File: src/rtl/msk_pkg.sv
package msk_pkg;

    typedef enum logic {
        SEP_I = 1'b0,
        SEP_Q = 1'b1
    } sep_state_t;

    // Rational half-sine over x in [0, len], peak amp at len/2.
    function automatic int half_sine(input int x, input int len, input int amp);
        int prod;
        prod = x * (len - x);
        return (amp * 16 * prod) / (5 * len * len - 4 * prod);
    endfunction

    // Full-turn sine, angle a in [0, 2*len).
    function automatic int full_sine(input int a, input int len, input int amp);
        if (a < len) return half_sine(a, len, amp);
        return -half_sine(a - len, len, amp);
    endfunction

endpackage

File: src/rtl/msk_bit_split.sv
module msk_bit_split
    import msk_pkg::*;
(
    input  logic clk,
    input  logic rst_n,
    input  logic bit_valid,
    input  logic bit_in,
    input  logic wrap,
    output logic act_i,
    output logic q_hold
);

    sep_state_t st, st_nxt;
    logic pend_i, pend_q;

    always_comb begin
        st_nxt = st;
        unique case (st)
            SEP_I: if (bit_valid) st_nxt = SEP_Q;
            SEP_Q: if (bit_valid) st_nxt = SEP_I;
        endcase
        if (wrap) st_nxt = SEP_I;
    end

    always_ff @(posedge clk) begin
        if (!rst_n) st <= SEP_I;
        else        st <= st_nxt;
    end

    always_ff @(posedge clk) begin
        if (!rst_n) begin
            pend_i <= 1'b0;
            pend_q <= 1'b0;
            act_i  <= 1'b0;
            q_hold <= 1'b0;
        end else begin
            if (bit_valid) begin
                unique case (st)
                    SEP_I: pend_i <= bit_in;
                    SEP_Q: pend_q <= bit_in;
                endcase
            end
            if (wrap) begin
                act_i  <= pend_i;
                q_hold <= pend_q;
            end
        end
    end

    assert_ignore_R4: assert property (@(posedge clk) disable iff (!rst_n)
        !bit_valid |=> ($stable(pend_i) && $stable(pend_q)));

    assert_restart_R3: assert property (@(posedge clk) disable iff (!rst_n)
        wrap |=> (st == SEP_I));

    assert_held_R5: assert property (@(posedge clk) disable iff (!rst_n)
        !wrap |=> ($stable(act_i) && $stable(q_hold)));

endmodule

File: src/rtl/msk_qdelay.sv
module msk_qdelay #(
    parameter int DEPTH = 100
) (
    input  logic clk,
    input  logic rst_n,
    input  logic en,
    input  logic d,
    output logic q
);

    logic [DEPTH-1:0] sr;

    always_ff @(posedge clk) begin
        if (!rst_n)  sr <= '0;
        else if (en) sr <= {sr[DEPTH-2:0], d};
    end

    assign q = sr[DEPTH-1];

endmodule

File: src/rtl/msk_rom.sv
module msk_rom
    import msk_pkg::*;
#(
    parameter int PER  = 200,
    parameter int KCYC = 5,
    parameter int SW   = 8,
    parameter bit IS_Q = 1'b0,
    localparam int CW  = $clog2(PER)
) (
    input  logic                 clk,
    input  logic                 rst_n,
    input  logic                 en,
    input  logic [CW-1:0]        idx,
    output logic signed [SW-1:0] w_o,
    output logic signed [SW-1:0] c_o
);

    localparam int AMP = 2 ** (SW - 1) - 1;

    logic signed [SW-1:0] w_tbl [PER];
    logic signed [SW-1:0] c_tbl [PER];

    for (genvar g = 0; g < PER; g++) begin : g_tab
        localparam int WX = IS_Q ? (g + PER / 2) % PER : g;
        localparam int AN = (2 * KCYC * g) % (2 * PER);
        localparam int CA = IS_Q ? AN : (AN + PER / 2) % (2 * PER);
        assign w_tbl[g] = SW'(half_sine(WX, PER, AMP));
        assign c_tbl[g] = SW'(full_sine(CA, PER, AMP));
    end

    always_ff @(posedge clk) begin
        if (!rst_n) begin
            w_o <= '0;
            c_o <= '0;
        end else if (en) begin
            w_o <= w_tbl[idx];
            c_o <= c_tbl[idx];
        end
    end

endmodule

File: src/rtl/msk_chan.sv
module msk_chan #(
    parameter int SW   = 8,
    parameter int FRAC = 6
) (
    input  logic                 clk,
    input  logic                 rst_n,
    input  logic                 en,
    input  logic                 bit_i,
    input  logic signed [SW-1:0] w_i,
    input  logic signed [SW-1:0] c_i,
    output logic signed [SW-1:0] prod_o
);

    localparam int PW = 2 * SW;
    localparam logic signed [SW-1:0] P_ONE = SW'(2 ** FRAC);
    localparam logic signed [SW-1:0] N_ONE = SW'(-(2 ** FRAC));

    logic signed [SW-1:0] nrz_r, m1, c_d;

    always_ff @(posedge clk) begin
        if (!rst_n) begin
            nrz_r  <= '0;
            m1     <= '0;
            c_d    <= '0;
            prod_o <= '0;
        end else if (en) begin
            nrz_r  <= bit_i ? P_ONE : N_ONE;
            m1     <= SW'((PW'(nrz_r) * PW'(w_i)) >>> FRAC);
            c_d    <= c_i;
            prod_o <= SW'((PW'(m1) * PW'(c_d)) >>> (SW - 1));
        end
    end

    assert_stage1_mag_R6: assert property (@(posedge clk) disable iff (!rst_n)
        en |=> ((m1 == $past(w_i)) || (m1 == -$past(w_i))));

endmodule

File: src/rtl/msk_mult_mod.sv
module msk_mult_mod #(
    parameter int PER  = 200,
    parameter int KCYC = 5,
    parameter int SW   = 8,
    parameter int FRAC = 6,
    localparam int OW  = SW + 1
) (
    input  logic                 clk,
    input  logic                 rst_n,
    input  logic                 samp_en,
    input  logic                 bit_valid,
    input  logic                 bit_in,
    output logic signed [OW-1:0] sample_out
);

    localparam int CW   = $clog2(PER);
    localparam int HALF = PER / 2;

    logic [CW-1:0] cnt;
    logic wrap, act_i, q_hold, q_dly;
    logic signed [SW-1:0] w_i, c_i, w_q, c_q, prod_i, prod_q;

    assign wrap = samp_en && (cnt == CW'(PER - 1));

    always_ff @(posedge clk) begin
        if (!rst_n)       cnt <= '0;
        else if (wrap)    cnt <= '0;
        else if (samp_en) cnt <= cnt + 1'b1;
    end

    msk_bit_split u_split (
        .clk(clk), .rst_n(rst_n), .bit_valid(bit_valid), .bit_in(bit_in),
        .wrap(wrap), .act_i(act_i), .q_hold(q_hold)
    );

    msk_qdelay #(.DEPTH(HALF)) u_qdly (
        .clk(clk), .rst_n(rst_n), .en(samp_en), .d(q_hold), .q(q_dly)
    );

    msk_rom #(.PER(PER), .KCYC(KCYC), .SW(SW), .IS_Q(1'b0)) u_rom_i (
        .clk(clk), .rst_n(rst_n), .en(samp_en), .idx(cnt), .w_o(w_i), .c_o(c_i)
    );

    msk_rom #(.PER(PER), .KCYC(KCYC), .SW(SW), .IS_Q(1'b1)) u_rom_q (
        .clk(clk), .rst_n(rst_n), .en(samp_en), .idx(cnt), .w_o(w_q), .c_o(c_q)
    );

    msk_chan #(.SW(SW), .FRAC(FRAC)) u_chan_i (
        .clk(clk), .rst_n(rst_n), .en(samp_en), .bit_i(act_i),
        .w_i(w_i), .c_i(c_i), .prod_o(prod_i)
    );

    msk_chan #(.SW(SW), .FRAC(FRAC)) u_chan_q (
        .clk(clk), .rst_n(rst_n), .en(samp_en), .bit_i(q_dly),
        .w_i(w_q), .c_i(c_q), .prod_o(prod_q)
    );

    always_ff @(posedge clk) begin
        if (!rst_n)       sample_out <= '0;
        else if (samp_en) sample_out <= OW'(prod_i) + OW'(prod_q);
    end

    assert_hold_R2: assert property (@(posedge clk) disable iff (!rst_n)
        !samp_en |=> $stable(sample_out));

    assert_qdelay_R5: assert property (@(posedge clk) disable iff (!rst_n)
        !$stable(q_dly) |-> (cnt == CW'(HALF)));

    assert_cnt_range_R2: assert property (@(posedge clk) disable iff (!rst_n)
        !samp_en |=> $stable(cnt));

endmodule

File: config.mk
export PLATFORM = sky130hd
export DESIGN_NAME = msk_mult_mod
export DESIGN_NICKNAME = d
export VERILOG_FILES = /design/src/rtl/msk_pkg.sv /design/src/rtl/msk_bit_split.sv /design/src/rtl/msk_qdelay.sv /design/src/rtl/msk_rom.sv /design/src/rtl/msk_chan.sv /design/src/rtl/msk_mult_mod.sv
export SDC_FILE = /design/constraint.sdc
export NUM_CORES = 1
export LEC_CHECK = 0
export ABC_AREA = 1
export BUFFER_PORTS_ARGS = -buffer_cell sky130_fd_sc_hd__clkbuf_2
export CAP_MARGIN = 20
export CORE_MARGIN = 5
export CORE_UTILIZATION = 30
export CTS_CLUSTER_DIAMETER = 150
export CTS_CLUSTER_SIZE = 20
export DETAILED_ROUTE_END_ITERATION = 7
export HOLD_SLACK_MARGIN = 0.12
export PLACE_DENSITY_LB_ADDON = 0.2
export SLEW_MARGIN = 30
export SYNTH_ARGS = -nofsm -noshare
export SYNTH_HDL_FRONTEND = slang
export SYNTH_SLANG_ARGS = --single-unit
File: constraint.sdc
create_clock -name clk -period 11.9 [get_ports clk]
set_input_delay 1.785 -clock clk [delete_from_list [all_inputs] [get_ports clk]]
set_output_delay 1.785 -clock clk [all_outputs]
set_load 0.05 [all_outputs]
==> metrics <==
clock slew at reported path FFs 0.09 ns; Post-CTS Resized 0; Mapped Area 0.0183 mm²; initial antenna violation count 0; Filler cells 6660; Synth area leader dfxtp_1; DP HPWL 43.7 mm; die area 0.0660 mm²; top cells by area, synth dfxtp_1 (22%), nand2_1 (14%), fa_1 (13%), nor2_1 (8.2%), inv_1 (8.0%); Hold Path Depth 1; port bufs 13; post-CTS setup buffers 0; critical path endpoint category register; minimum clock period after layout 4.36 ns; Clock Latency Late Sink 0.50 ns; min-delay src u_qdly.sr[99]; sequential cell area fraction in the yosys report 22.2%; startpoint types register; syn nets 3054; Total Routing Usage GR 18.0%; Max-Cap Viols 0; WS Path Type reg -> reg; Peak Freq 229 MHz; cells along the critical path nand2_1 > fa_1 > inv_1 > fa_1 > inv_1 > fa_1 > inv_1 > fa_1 > ha_1 > nand2_1 > nor2_1 > nand2_1 > a21oi_1 > nor2_1 > nand3_1 > nand3_1 > nand2_1 > inv_1; Comb power frac 28.8%; H-tree level count 1; final WL 61.2 mm; CP Max Fanout 9; number of global-route vias before repair 17248; slowest stage delay, CP 0.68 ns; multi-input logic area 0.0120 mm²; Worst R2R Setup Slack 7.54 ns; Syn Area/Cell 6.50 µm²; WHS Endpoint u_chan_q.nrz_r[7]; I/O Pins 14; CTS Buf Count 14; top cell type's share of synthesized area 22.2%; DP Area 0.0188 mm²; drt drc 0; via-per-instance ratio 5.00; Final Instance Area 0.0192 mm²; first-pass GRT wire length 96.9 mm; Worst Tran Pin Value 1.10 ns; Initial Utilization 30.3%; Worst Path Required 12.30 ns; P_leak 10.1 nW; worst-case clock skew 0.0177 ns; Cell variety after synth 50; total clock sinks 203; worst reg2reg startpoint u_chan_q.m1[7]; CP max-delay cell fa_1; largest net degree at the start of global routing 95; clock buffer depth 3; Critical Path AT 4.76 ns; chip width 257 µm; Reg power frac 44.2%; Area Growth Syn to Fin 4.78%; synth warn 0; Hold-fix buffers, CTS 0; antenna viol nets, final 0; Die Y 257 µm; Post-Synthesis Cells 2816; maximum resistive drop on vdd 67.9 µV; PD cells 91.5 mW/mm²; Post-layout nets 2946; Register Area 0.00407 mm²; DRT iter0 DRCs 1738; Reg2Reg Depth 18; GP Congestion 0.999; Synth Register Bits 203; worst r2r dst u_chan_q.prod_o[7]; row count 90; DR pass1 iterations 5; CTS tree built; DR WL/cell 17.5 µm; Worst Hold Class reg -> reg; Via Count 17444; Congestion Overflow GR 0; layout cells sized above 1 3.73%; core footprint 0.0604 mm²; Final Max Tran Viols 0; final setup vio count 0; status complete, no violations; Clock Tree Root clkbuf_16; RSZ-0062 raised after global routing false; Pint 1.12 mW; Clock Power Share 27.0%; Slew headroom 26.3%; switching part of the total 36.1%; final hold vios 0; Psw 0.633 mW; Tcrit/Tclk final 36.7%; setup TNS 0 ns
[placed cells by master (no fill, tap or decap), types with 20 or more instances in the layout]
master and instances:
a21oi_1 132, buf_4 20, dfxtp_1 201, fa_1 123, ha_1 110, inv_1 392, nand2_1 660, nand3_1 221
nor2_1 401, o21ai_0 231
[cell usage after synthesis, drive strengths merged]
cell type  count
nand3        223
o2111ai        3
buf           67
inv          407
clkinv         2
a21o           5
a22oi          1
xor2          11
a31oi         15
o21a           2
o21bai         6
nand3b         4
nand2b         2
a211oi         4
o211ai        18
dfxtp        203
nor4           1
nor2         408
and3           2
fa           123
a21oi        133
o21ai        240
nand4         16
nand2        676
or2            9
clkbuf        89
xnor2         13
nor3           9
nor3b          1
o221ai         2
o22ai          4
o31ai          3
ha           110
and2           2
a21boi         2
[worst max-delay path by stage]
| stage | from | endpoint | slack (ns) | depth (start not counted) |
|---|---|---|---|---|
| final | u_chan_q.m1[7] | u_chan_q.prod_o[7] | 7.54 | 18 |
| after global routing | u_chan_q.m1[7] | u_chan_q.prod_o[7] | 7.27 | 18 |
| after CTS | u_chan_q.m1[7] | u_chan_q.prod_o[7] | 7.53 | 18 |
| after detailed placement | u_chan_q.m1[7] | u_chan_q.prod_o[7] | 7.54 | 18 |
| after global placement | u_chan_q.m1[7] | u_chan_q.prod_o[7] | 7.57 | 18 |
| after floorplan | u_chan_i.c_d[2] | u_chan_i.prod_o[7] | 7.98 | 20 |
[flip-flops by register name, summed over array words and instances (netlist names), 8 cells and up]
name             cells
u_chan_i.prod_o      8
u_chan_q.m1          8
u_chan_i.m1          8
u_chan_q.c_d         8
u_chan_q.prod_o      8
cnt                  8
u_chan_i.c_d         8
u_rom_i.c_o          8
sample_out           9
u_qdly.sr          100
u_rom_q.c_o          8
[area by class of cell]
type,count,area share (%)
Clock buffer,14,1.83
Tap cell,782,5.10
Sequential cell,203,21.2
Inverter,409,8.07
Antenna cell,1,0.0131
Multi-Input combinational cell,2048,62.5
Timing Repair Buffer,32,1.13
Clock inverter,3,0.189
[through the flow]
step / setup WS (ns) / cells / total power, mW / util (%) / hold slack [ns]
2_1_floorplan: 7.98 / 2816 / 1.16 / - / 0.405
3_3_place_gp: 7.57 / 3474 / 1.29 / 31.1 / 0.419
3_5_place_dp: 7.54 / 3474 / 1.30 / 31.1 / 0.425
4_1_cts: 7.53 / 3491 / 1.79 / 31.8 / 0.439
5_1_grt: 7.27 / 3491 / 1.89 / 31.8 / 0.465
6_report: 7.54 / 3492 / 1.75 / 31.8 / 0.436
[critical path, delay by kind of cell, from the launching register on]
kind	cells	cell delay (ns)
AOI/OAI and AO/OA	1	0.20
adders and majority gates	5	2.46
buffers and inverters	4	0.22
DFF	1	0.55
and+or+nand+nor	8	0.84
[power by group through the flow]
stage	Clock [mW]	Sequential, mW	Combinational (mW)
finish	0.474	0.775	0.505
floorplan	0	0.774	0.390
detailed placement	0	0.791	0.507
CTS	0.504	0.776	0.511
global placement	0	0.790	0.504
global route	0.520	0.783	0.587
[metal layers]
metal	vias to the layer above	global-route usage, %	wire (µm)
met5	-	0	0
met4	0	5.37	2060
met3	111	2.74	3910
met2	547	30.5	27800
met1	8191	23.8	27500
li1	8595	-	-
[cells by family after synthesis]
kind of cell	after synthesis	synth area share [%]
xor+xnor	24	1.15
flops	203	22.2
simple gates	1353	30.5
compound gates	438	12.8
fa+ha+maj	233	21.0
buf+inv	565	12.4
Power figures use the tool's default switching activity.
